## config.mk

```make
export PLATFORM = sky130hd
export DESIGN_NAME = txchain_seq
export DESIGN_NICKNAME = d
export VERILOG_FILES = /design/src/rtl/txchain_pkg.sv /design/src/rtl/txchain_rst_sync.sv /design/src/rtl/txchain_desc_bank.sv /design/src/rtl/txchain_ctrl.sv /design/src/rtl/txchain_seq.sv
export SDC_FILE = /design/constraint.sdc
export NUM_CORES = 1
export LEC_CHECK = 0
export BUFFER_PORTS_ARGS = -buffer_cell sky130_fd_sc_hd__buf_2
export CAP_MARGIN = 20
export CELL_PAD_IN_SITES_DETAIL_PLACEMENT = 0
export CELL_PAD_IN_SITES_GLOBAL_PLACEMENT = 1
export CORE_ASPECT_RATIO = 1.2
export CORE_MARGIN = 1.5
export CORE_UTILIZATION = 48
export CTS_BUF_LIST = sky130_fd_sc_hd__clkbuf_16
export CTS_CLUSTER_SIZE = 14
export DETAILED_ROUTE_END_ITERATION = 6
export GPL_TIMING_DRIVEN = 0
export HOLD_SLACK_MARGIN = 0.1
export PLACE_DENSITY = 0.85
export SLEW_MARGIN = 20
export SYNTH_ARGS = -nofsm -noshare
export SYNTH_HDL_FRONTEND = slang
export SYNTH_SLANG_ARGS = --single-unit
```

## constraint.sdc

```tcl
create_clock -name clk -period 4.1 [get_ports clk]
set_input_delay 0.615 -clock clk [delete_from_list [all_inputs] [get_ports clk]]
set_output_delay 0.615 -clock clk [all_outputs]
set_load 0.1 [all_outputs]
```

## src/rtl/txchain_pkg.sv

```systemverilog
package txchain_pkg;
  localparam int NUM_BUF = 2;

  typedef enum logic [2:0] {
    ST_LOAD  = 3'd0,
    ST_FETCH = 3'd1,
    ST_WAIT  = 3'd2,
    ST_SEND  = 3'd3,
    ST_DONE  = 3'd4
  } seq_state_t;
endpackage

```

## src/rtl/txchain_rst_sync.sv

```systemverilog
module txchain_rst_sync (
  input  logic clk,
  input  logic rst_n,
  output logic rst_n_sync
);
  logic [1:0] stage_q;
  logic [1:0] stage_d;

  always_comb begin
    stage_d = {stage_q[0], 1'b1};
  end

  always_ff @(posedge clk or negedge rst_n) begin
    if (!rst_n) stage_q <= 2'b00;
    else        stage_q <= stage_d;
  end

  assign rst_n_sync = stage_q[1];
endmodule

```

## src/rtl/txchain_desc_bank.sv

```systemverilog
module txchain_desc_bank
  import txchain_pkg::*;
#(
  parameter int AW = 16,
  parameter int CW = 8
) (
  input  logic                       clk,
  input  logic                       rst_n,
  input  logic                       wr_en,
  input  logic                       wr_sel,
  input  logic [AW-1:0]              wr_addr,
  input  logic [CW-1:0]              wr_cnt,
  input  logic                       wr_last,
  input  logic                       rel_en,
  input  logic                       rel_sel,
  output logic [NUM_BUF-1:0]         own,
  output logic [NUM_BUF-1:0][AW-1:0] base,
  output logic [NUM_BUF-1:0][CW-1:0] cnt,
  output logic [NUM_BUF-1:0]         last
);
  for (genvar g = 0; g < NUM_BUF; g++) begin : g_slot
    logic          own_q, own_d;
    logic          load_en;
    logic [AW-1:0] base_q;
    logic [CW-1:0] cnt_q;
    logic          last_q;

    // a write only lands in a slot the block does not hold
    assign load_en = wr_en && (wr_sel == 1'(g)) && !own_q;

    always_comb begin
      own_d = own_q;
      if (rel_en && (rel_sel == 1'(g))) own_d = 1'b0;
      if (load_en)                      own_d = 1'b1;
    end

    always_ff @(posedge clk or negedge rst_n) begin
      if (!rst_n) begin
        own_q  <= 1'b0;
        base_q <= '0;
        cnt_q  <= '0;
        last_q <= 1'b0;
      end else begin
        own_q <= own_d;
        if (load_en) begin
          base_q <= wr_addr;
          cnt_q  <= wr_cnt;
          last_q <= wr_last;
        end
      end
    end

    assign own[g]  = own_q;
    assign base[g] = base_q;
    assign cnt[g]  = cnt_q;
    assign last[g] = last_q;
  end
endmodule

```

## src/rtl/txchain_ctrl.sv

```systemverilog
module txchain_ctrl
  import txchain_pkg::*;
#(
  parameter int AW = 16,
  parameter int CW = 8,
  parameter int DW = 8
) (
  input  logic                       clk,
  input  logic                       rst_n,
  input  logic                       eob_ie,
  input  logic                       eof_ie,
  input  logic [NUM_BUF-1:0]         own,
  input  logic [NUM_BUF-1:0][AW-1:0] base,
  input  logic [NUM_BUF-1:0][CW-1:0] cnt,
  input  logic [NUM_BUF-1:0]         last,
  output logic                       rel_en,
  output logic                       rel_sel,
  output logic                       mem_req_valid,
  input  logic                       mem_req_ready,
  output logic [AW-1:0]              mem_req_addr,
  input  logic                       mem_rsp_valid,
  input  logic [DW-1:0]              mem_rsp_data,
  output logic                       tx_valid,
  input  logic                       tx_ready,
  output logic [DW-1:0]              tx_data,
  output logic                       tx_close,
  output logic                       irq_eob,
  output logic                       irq_eof,
  output logic                       underrun
);
  seq_state_t    state_q, state_d;
  logic          cur_q, cur_d;
  logic          infr_q, infr_d;
  logic [AW-1:0] ptr_q, ptr_d;
  logic [CW-1:0] rem_q, rem_d;
  logic [DW-1:0] byte_q;
  logic          byte_en;
  logic          cnt_en;
  logic          done;

  assign byte_en = (state_q == ST_WAIT) && mem_rsp_valid;
  assign cnt_en  = ((state_q == ST_LOAD) && own[cur_q]) ||
                   ((state_q == ST_SEND) && tx_ready);

  always_comb begin
    state_d = state_q;
    cur_d   = cur_q;
    infr_d  = infr_q;
    ptr_d   = ptr_q;
    rem_d   = rem_q;
    unique case (state_q)
      ST_LOAD: begin
        if (own[cur_q]) begin
          ptr_d   = base[cur_q];
          rem_d   = cnt[cur_q];
          infr_d  = 1'b1;
          state_d = (cnt[cur_q] == '0) ? ST_DONE : ST_FETCH;
        end
      end
      ST_FETCH: if (mem_req_ready) state_d = ST_WAIT;
      ST_WAIT:  if (mem_rsp_valid) state_d = ST_SEND;
      ST_SEND: begin
        if (tx_ready) begin
          ptr_d   = ptr_q + 1'b1;
          rem_d   = rem_q - 1'b1;
          state_d = (rem_q == CW'(1)) ? ST_DONE : ST_FETCH;
        end
      end
      ST_DONE: begin
        cur_d   = ~cur_q;
        infr_d  = ~last[cur_q];
        state_d = ST_LOAD;
      end
      default: state_d = ST_LOAD;
    endcase
  end

  always_ff @(posedge clk or negedge rst_n) begin
    if (!rst_n) begin
      state_q <= ST_LOAD;
      cur_q   <= 1'b0;
      infr_q  <= 1'b0;
      ptr_q   <= '0;
      rem_q   <= '0;
      byte_q  <= '0;
    end else begin
      state_q <= state_d;
      cur_q   <= cur_d;
      infr_q  <= infr_d;
      if (cnt_en) begin
        ptr_q <= ptr_d;
        rem_q <= rem_d;
      end
      if (byte_en) byte_q <= mem_rsp_data;
    end
  end

  assign done          = (state_q == ST_DONE);
  assign rel_en        = done;
  assign rel_sel       = cur_q;
  assign mem_req_valid = (state_q == ST_FETCH);
  assign mem_req_addr  = ptr_q;
  assign tx_valid      = (state_q == ST_SEND);
  assign tx_data       = byte_q;
  assign tx_close      = done && last[cur_q];
  assign irq_eob       = done && eob_ie;
  assign irq_eof       = done && last[cur_q] && eof_ie;
  assign underrun      = (state_q == ST_LOAD) && infr_q && !own[cur_q];
endmodule

```

## src/rtl/txchain_seq.sv

```systemverilog
module txchain_seq
  import txchain_pkg::*;
#(
  parameter int AW = 16,
  parameter int CW = 8,
  parameter int DW = 8
) (
  input  logic          clk,
  input  logic          rst_n,
  input  logic          eob_ie,
  input  logic          eof_ie,
  input  logic          dsc_wr,
  input  logic          dsc_sel,
  input  logic [AW-1:0] dsc_addr,
  input  logic [CW-1:0] dsc_cnt,
  input  logic          dsc_last,
  output logic          own_a,
  output logic          own_b,
  output logic          mem_req_valid,
  input  logic          mem_req_ready,
  output logic [AW-1:0] mem_req_addr,
  input  logic          mem_rsp_valid,
  input  logic [DW-1:0] mem_rsp_data,
  output logic          tx_valid,
  input  logic          tx_ready,
  output logic [DW-1:0] tx_data,
  output logic          tx_close,
  output logic          irq_eob,
  output logic          irq_eof,
  output logic          underrun
);
  logic                       rst_n_sync;
  logic [NUM_BUF-1:0]         own;
  logic [NUM_BUF-1:0][AW-1:0] base;
  logic [NUM_BUF-1:0][CW-1:0] cnt;
  logic [NUM_BUF-1:0]         last;
  logic                       rel_en;
  logic                       rel_sel;

  txchain_rst_sync u_rst (
    .clk        (clk),
    .rst_n      (rst_n),
    .rst_n_sync (rst_n_sync)
  );

  txchain_desc_bank #(.AW(AW), .CW(CW)) u_bank (
    .clk     (clk),
    .rst_n   (rst_n_sync),
    .wr_en   (dsc_wr),
    .wr_sel  (dsc_sel),
    .wr_addr (dsc_addr),
    .wr_cnt  (dsc_cnt),
    .wr_last (dsc_last),
    .rel_en  (rel_en),
    .rel_sel (rel_sel),
    .own     (own),
    .base    (base),
    .cnt     (cnt),
    .last    (last)
  );

  txchain_ctrl #(.AW(AW), .CW(CW), .DW(DW)) u_ctrl (
    .clk           (clk),
    .rst_n         (rst_n_sync),
    .eob_ie        (eob_ie),
    .eof_ie        (eof_ie),
    .own           (own),
    .base          (base),
    .cnt           (cnt),
    .last          (last),
    .rel_en        (rel_en),
    .rel_sel       (rel_sel),
    .mem_req_valid (mem_req_valid),
    .mem_req_ready (mem_req_ready),
    .mem_req_addr  (mem_req_addr),
    .mem_rsp_valid (mem_rsp_valid),
    .mem_rsp_data  (mem_rsp_data),
    .tx_valid      (tx_valid),
    .tx_ready      (tx_ready),
    .tx_data       (tx_data),
    .tx_close      (tx_close),
    .irq_eob       (irq_eob),
    .irq_eof       (irq_eof),
    .underrun      (underrun)
  );

  assign own_a = own[0];
  assign own_b = own[1];
endmodule

```

==> out/qor.txt, run 1 <==
Hold Violations, Final = 0
fillers = 784
WL/cell = 17.8 µm
Syn Area/Cell = 11.7 µm²
Cells after DPL = 579
Mapped Area = 4490 µm²
max cap viols = 0
GRT overflow = 0
die area = 9940 µm²
die height = 109 µm
Tmin final = 3.05 ns
Syn Nets = 430
Max-slew headroom = 56.0%
Fin Setup TNS = 0 ns
DR vias/cell = 5.68
initial antenna violation count = 0
Cell variety after synth = 63
CTS tree = yes
most used cell, CP = buf_2
area growth from synthesis to layout = 19.1%
initial core utilization = 49.4%
Clock transition at path regs = 0.07 ns
Detailed Route Iter0 Violations = 165
H-tree depth = 3
CP Capture Type = primary output
via count = 3385
worst-margin pin slew = 0.660 ns
Core ar. = 9080 µm²
Crit-path slowest cell = buf_2
share of layout cells above drive strength 1 = 38.4%
final wirelength = 10600 µm
GPL Wtd Cong = 0.848
Post-Synthesis Cells = 385
Yosys reg bits = 91
cell family with most CP delay = buffers and inverters
max-slew violations = 0
pin count of the biggest net entering global routing = 48
Final #Nets = 516
warnings from Yosys = 0
commonest non-fill, non-tap cell in the layout = dfrtp_1
Post-DRT Antenna Nets = 0
Setup crit start kind = flip-flop
number of flops mapped to enable cells by yosys = 0
Site Rows = 38
Worst Path Required = 3.48 ns
final setup skew = 0.0108 ns
Buf/Inv on CP = 4
io pins = 74
Clk Latency, worst-skew pair = 0.35 ns
area of the multi-input gates = 2060 µm²
most frequent cells in the layout = dfrtp_1, buf_2, mux2_2
drt pass-1 iters = 4
Diodes inserted = 0
Worst Path Max Fanout = 10
Buffers on Ports = 73
ys flop type = dfrtp_1
number of CTS-inserted buffers = 9
crit path DAT = 2.43 ns
# resized after CTS = 0
HPWL Detailed = 7770 µm
register area = 2280 µm²
TritonCTS Sinks = 91
Tot GR Track Use = 22.8%
status = completed
vias in the first global route = 3387
RSZ-0062 raised after global routing = no
crit-path max cell delay = 0.53 ns
Max Buffers Root-to-Sink = 2
Chip Width = 91.3 µm
asr flop ratio synth = 100%
Max Fclk = 328 MHz
first-pass GRT wire length = 17300 µm
sequential share of the synthesized area = 50.7%
Layout Cells excl Fill = 596
Post-route DRC = 0
worst path cell trace = buf_2 > nand3b_1 > inv_2 > clkbuf_1 > buf_2
WHS = 0.334 ns
final setup violation count = 0
hold crit path type = reg -> async
Post CTS Setup Buffer Count = 0
CTS root buffer = clkbuf_16
period utilization = 74.3%
Crit Path Class = reg -> out
sequential cells by signal, summed over array words and instances (netlist names):
register              flops
u_bank.g_slot.base_q     32
u_bank.g_slot.cnt_q      16
u_ctrl.mem_req_addr      16
u_ctrl.rem_q              8
u_ctrl.tx_data            8
u_ctrl.state_q            3
u_bank.g_slot.last_q      2
u_bank.g_slot.own_q       2
u_rst.stage_q             2
u_ctrl.infr_q             1
u_ctrl.rel_sel            1
area by class of cell:
cell class | instances | share of cell area, %
multi-input combinational | 265 | 38.6
timing repair buffer | 75 | 7.54
tap | 120 | 2.81
buffer | 25 | 2.46
sequential | 91 | 42.7
clock inverter | 7 | 1.38
inverter | 4 | 0.281
clock buffer | 9 | 4.21
metrics by stage:
step | area (µm²) | worst slack, ns | utilization [%]
after floorplan | 4490 | 0.293 | -
after CTS | 5340 | 1.03 | 58.8
after global routing | 5340 | 0.944 | 58.8
final | 5340 | 1.05 | 58.8
after detailed placement | 5030 | 1.40 | 55.4
after global placement | 5000 | 0.407 | 55.1
path summary, 6_finish.rpt:
| path | startpoint | end | slack (ns) | cells after the start |
|---|---|---|---|---|
| min in group clk | u_rst.stage_q[0] | u_rst.stage_q[1] | 0.37 | 0 |
| setup reg to reg | u_ctrl.state_q[0] | u_ctrl.rem_q[4] | 2.10 | 6 |
| hold reg to reg | u_rst.stage_q[1] | u_bank.g_slot[0].base_q[15] | 0.33 | 0 |
| setup / recovery | u_ctrl.state_q[0] | tx_valid | 1.05 | 5 |
| hold / removal | u_rst.stage_q[1] | u_bank.g_slot[0].base_q[15] | 0.33 | 0 |
| max in group asynchronous | u_rst.stage_q[1] | u_ctrl.mem_req_addr[6] | 3.15 | 1 |
per-layer routing:
metal	vias up	GRT usage, %	share of wire [%]
li1	1609	-	-
met1	1693	30.0	45
met2	68	37.2	49
met3	15	3.63	3.9
met4	0	10.0	2.0
met5	-	0	0
synthesized netlist by cell type (2+ instances only):
library cell / instances / area share (%)
a2bb2oi_1: 4 / 0.78
o21ai_0: 18 / 2.0
a311oi_1: 2 / 0.39
nor3_1: 4 / 0.45
nor2_1: 20 / 1.7
a211oi_1: 4 / 0.67
a21oi_1: 12 / 1.3
o22ai_1: 7 / 0.98
nand3_1: 10 / 1.1
o31ai_1: 5 / 0.84
nand3b_1: 3 / 0.50
clkbuf_1: 9 / 0.75
buf_2: 9 / 1.0
buf_4: 5 / 0.84
or4_4: 2 / 0.50
nand2b_1: 3 / 0.42
nand4_1: 3 / 0.42
inv_1: 3 / 0.25
ha_1: 3 / 0.84
nor2b_1: 3 / 0.42
nor4_1: 3 / 0.42
mux2i_1: 20 / 4.5
a31oi_1: 7 / 0.98
and2_1: 2 / 0.28
a22o_1: 5 / 0.98
o21a_1: 2 / 0.33
nand2_1: 20 / 1.7
a32oi_1: 2 / 0.39
and3_1: 8 / 1.1
dfrtp_1: 91 / 51
mux2_2: 64 / 16
kinds of logic (layout without fill, tap and decap cells):
family | Yosys count | in the layout | share of synthesized area [%]
other cells | 1 | 1 | 0.0836
xor+xnor | 1 | 1 | 0.195
buf+inv | 29 | 120 | 3.26
mux | 84 | 84 | 20.5
simple gates | 92 | 92 | 11.2
fa+ha+maj | 3 | 3 | 0.836
compound gates | 84 | 84 | 13.2
flops | 91 | 91 | 50.7
what timing repair did:
action,4_1_cts,5_1_grt
hold buffers,1,0
endpoints found under the hold margin,2,0
endpoints found under the setup margin,0,0
Power of run 1 is not shown: default switching activity piles up to over one toggle a cycle in this logic, so the estimate is an artifact.
==> run 2, diff against run 1 <==
--- a/config.mk
+++ b/config.mk
@@ -5,19 +5,20 @@
 export SDC_FILE = /design/constraint.sdc
 export NUM_CORES = 1
 export LEC_CHECK = 0
+export ABC_AREA = 1
 export BUFFER_PORTS_ARGS = -buffer_cell sky130_fd_sc_hd__buf_2
 export CAP_MARGIN = 20
 export CELL_PAD_IN_SITES_DETAIL_PLACEMENT = 0
 export CELL_PAD_IN_SITES_GLOBAL_PLACEMENT = 1
 export CORE_ASPECT_RATIO = 1.2
 export CORE_MARGIN = 1.5
-export CORE_UTILIZATION = 48
+export CORE_UTILIZATION = 37
 export CTS_BUF_LIST = sky130_fd_sc_hd__clkbuf_16
 export CTS_CLUSTER_SIZE = 14
 export DETAILED_ROUTE_END_ITERATION = 6
 export GPL_TIMING_DRIVEN = 0
 export HOLD_SLACK_MARGIN = 0.1
-export PLACE_DENSITY = 0.85
+export PLACE_DENSITY = 0.76
 export SLEW_MARGIN = 20
 export SYNTH_ARGS = -nofsm -noshare
 export SYNTH_HDL_FRONTEND = slang
==> constraint.sdc (replaced) <==
create_clock -name clk -period 2.6 [get_ports clk]
set_input_delay 0.39 -clock clk [delete_from_list [all_inputs] [get_ports clk]]
set_output_delay 0.39 -clock clk [all_outputs]
set_load 0.1 [all_outputs]
==> run 2 against run 1 <==
  * Non-clock buffer count shrank 1
  * Register-to-register slack got worse by 1.2 ns
  * Cell area is 3.6% higher
  * Clock-buffer cell count stayed put
  * Core utilization is 13 points lower
  * Worst setup slack worse by 0.83 ns
  * Synthesized cell count up 55%
  * Clock skew shrank 0.0021 ns
  * Worst hold slack lost 0.055 ns
  * Area after synthesis grew 2.3%
  * Die area is 32% higher
  * Via count grew 21%
  * Highest routed layer unchanged
==> out/qor.txt, run 2 <==
asr flop ratio synth = 100%
warnings from Yosys = 0
share of layout cells above drive strength 1 = 17.7%
H-tree depth = 3
pin count of the biggest net entering global routing = 57
area leader, netlist = dfrtp_1
drt pass-1 iters = 4
area growth from synthesis to layout = 20.5%
initial core utilization = 37.9%
vias in the first global route = 4177
final instance area = 5530 µm²
die height = 125 µm
io pins = 74
placed cell areas = 5200 µm²
Cell variety after synth = 33
number of flops mapped to enable cells by yosys = 0
worst-margin pin slew = 0.555 ns
Detailed Route Iter0 Violations = 199
most frequent cells in the layout = nand2_1, dfrtp_1, buf_2
number of CTS-inserted buffers = 9
sequential share of the synthesized area = 49.6%
Crit Path Class = reg -> out
Hold Violations, Final = 0
GRT overflow = 0
Diodes inserted = 0
WL/cell = 14.0 µm
Commonest cells post-synth = nand2_1, dfrtp_1, o21ai_0
status = completed
Clk Latency, worst-skew pair = 0.34 ns
GPL Wtd Cong = 0.820
TritonCTS Sinks = 91
Post CTS Setup Buffer Count = 0
period utilization = 91.4%
Buffers on Ports = 73
max-slew violations = 0
initial antenna violation count = 0
Tmin final = 2.38 ns
Tot GR Track Use = 19.1%
top-area cell type share of the netlist area = 49.6%
max cap viols = 0
Worst Path Max Fanout = 4
internal reg-to-reg setup slack = 0.87 ns
final setup violation count = 0
final setup skew = 0.00878 ns
crit path DAT = 1.99 ns
Final #Nets = 729
Chip Width = 105 µm
ys flop type = dfrtp_1
Max-slew headroom = 63.0%
CP Capture Type = primary output
Syn Nets = 643
die area = 13100 µm²
Core ar. = 12100 µm²
Post-DRT Antenna Nets = 0
synth top area cells = dfrtp_1, nand2_1, o21ai_0, inv_1, nor2_1
Layout Utilization = 45.7%
Clock transition at path regs = 0.07 ns
max reg flops = 32
count leader, synth = nand2_1
commonest non-fill, non-tap cell in the layout = nand2_1
Biggest register = u_bank.g_slot.base_q
Syn Area/Cell = 7.68 µm²
final wirelength = 11900 µm
DR vias/cell = 4.82
Post-route DRC = 0
hold crit path type = in -> reg
Site Rows = 44
Setup crit start kind = flip-flop
Max Fclk = 421 MHz
CTS root buffer = clkbuf_16
Mapped Area = 4590 µm²
Max Buffers Root-to-Sink = 2
via count = 4097
RSZ-0062 raised after global routing = no
Yosys reg bits = 91
first-pass GRT wire length = 20000 µm
Worst Path Required = 2.21 ns
CTS tree = yes
HPWL Detailed = 8780 µm
Post-Synthesis Cells = 598
[run 2: cell types whose count changed after synthesis, moves of 8 or more]
| cell | before | now |
|---|---|---|
| nand2_1 | 20 | 191 |
| inv_1 | 3 | 73 |
| o21ai_0 | 18 | 78 |
| mux2_2 | 64 | 8 |
| nor2_1 | 20 | 46 |
| mux2i_1 | 20 | 0 |
| a21oi_1 | 12 | 24 |
| nand3_1 | 10 | 21 |
| and3_1 | 8 | 0 |
| o21ai_1 | 0 | 8 |
[run 2: stage by stage]
stage	cells	hold slack (ns)	TNS, ns	setup WS, ns
CTS	850	0.269	0	0.107
floorplan	598	0.0944	-0.00937	-0.00937
finish	850	0.278	0	0.224
global placement	832	0.175	0	0.489
detailed placement	833	0.178	0	0.484
global route	850	0.273	0	0.0962
[run 2: kinds of logic (layout without fill, tap and decap cells)]
group	Yosys count	in the layout	synth area share [%]
AND/OR/NAND/NOR	273	273	24.4
AO/OA/AOI/OAI	116	116	13.0
buffers and inverters	100	191	9.07
flip-flops	91	91	49.6
multiplexers	8	8	1.96
XOR/XNOR	6	6	1.14
adder cells (fa/ha/maj)	3	3	0.817
other	1	1	0.0816
[run 2: final timing paths]
check                                       startpoint                     endpoint  cells past startpoint
worst max-delay path                 u_ctrl.state_q[1]                      irq_eof                      6
worst min-delay path                   mem_rsp_data[6]            u_ctrl.tx_data[6]                      2
worst max register to register  u_ctrl.mem_req_addr[0]      u_ctrl.mem_req_addr[12]                      8
worst min register to register        u_rst.stage_q[1]   u_bank.g_slot[0].base_q[4]                      0
max in group asynchronous             u_rst.stage_q[1]  u_bank.g_slot[0].base_q[12]                      1
min in group asynchronous             u_rst.stage_q[1]   u_bank.g_slot[0].base_q[4]                      0
[run 2: area by class of cell]
| class | count | area (µm²) |
|---|---|---|
| Buffer | 24 | 129 |
| Clock buffer | 9 | 225 |
| Clock inverter | 7 | 97.6 |
| Fill cell | 1292 | 6580 |
| Inverter | 76 | 288 |
| Multi-Input combinational cell | 407 | 1910 |
| Sequential cell | 91 | 2280 |
| Tap cell | 161 | 201 |
| Timing Repair Buffer | 75 | 405 |
[run 2: layer usage]
metal / GRT usage [%] / up-vias / part of all wire (%)
li1: - / 2062 / -
met1: 25.2 / 1939 / 47
met2: 31.7 / 78 / 48
met3: 3.13 / 18 / 3.2
met4: 6.53 / 0 / 1.8
met5: 0 / - / 0
[run 2: what timing repair did]
item	CTS	global route
endpoints found under the hold margin	2	0
endpoints found under the setup margin	0	1
resized for setup	0	1
hold buffers	1	0
[run 2: critical path, stage by stage, from the launching register on]
cell	delay (ns)
dfrtp_1	0.45
nor2_2	0.19
nand2_1	0.17
nor2_1	0.16
a22o_2	0.22
and2_2	0.15
clkbuf_4	0.31
Power of run 2 is left out for the same reason.
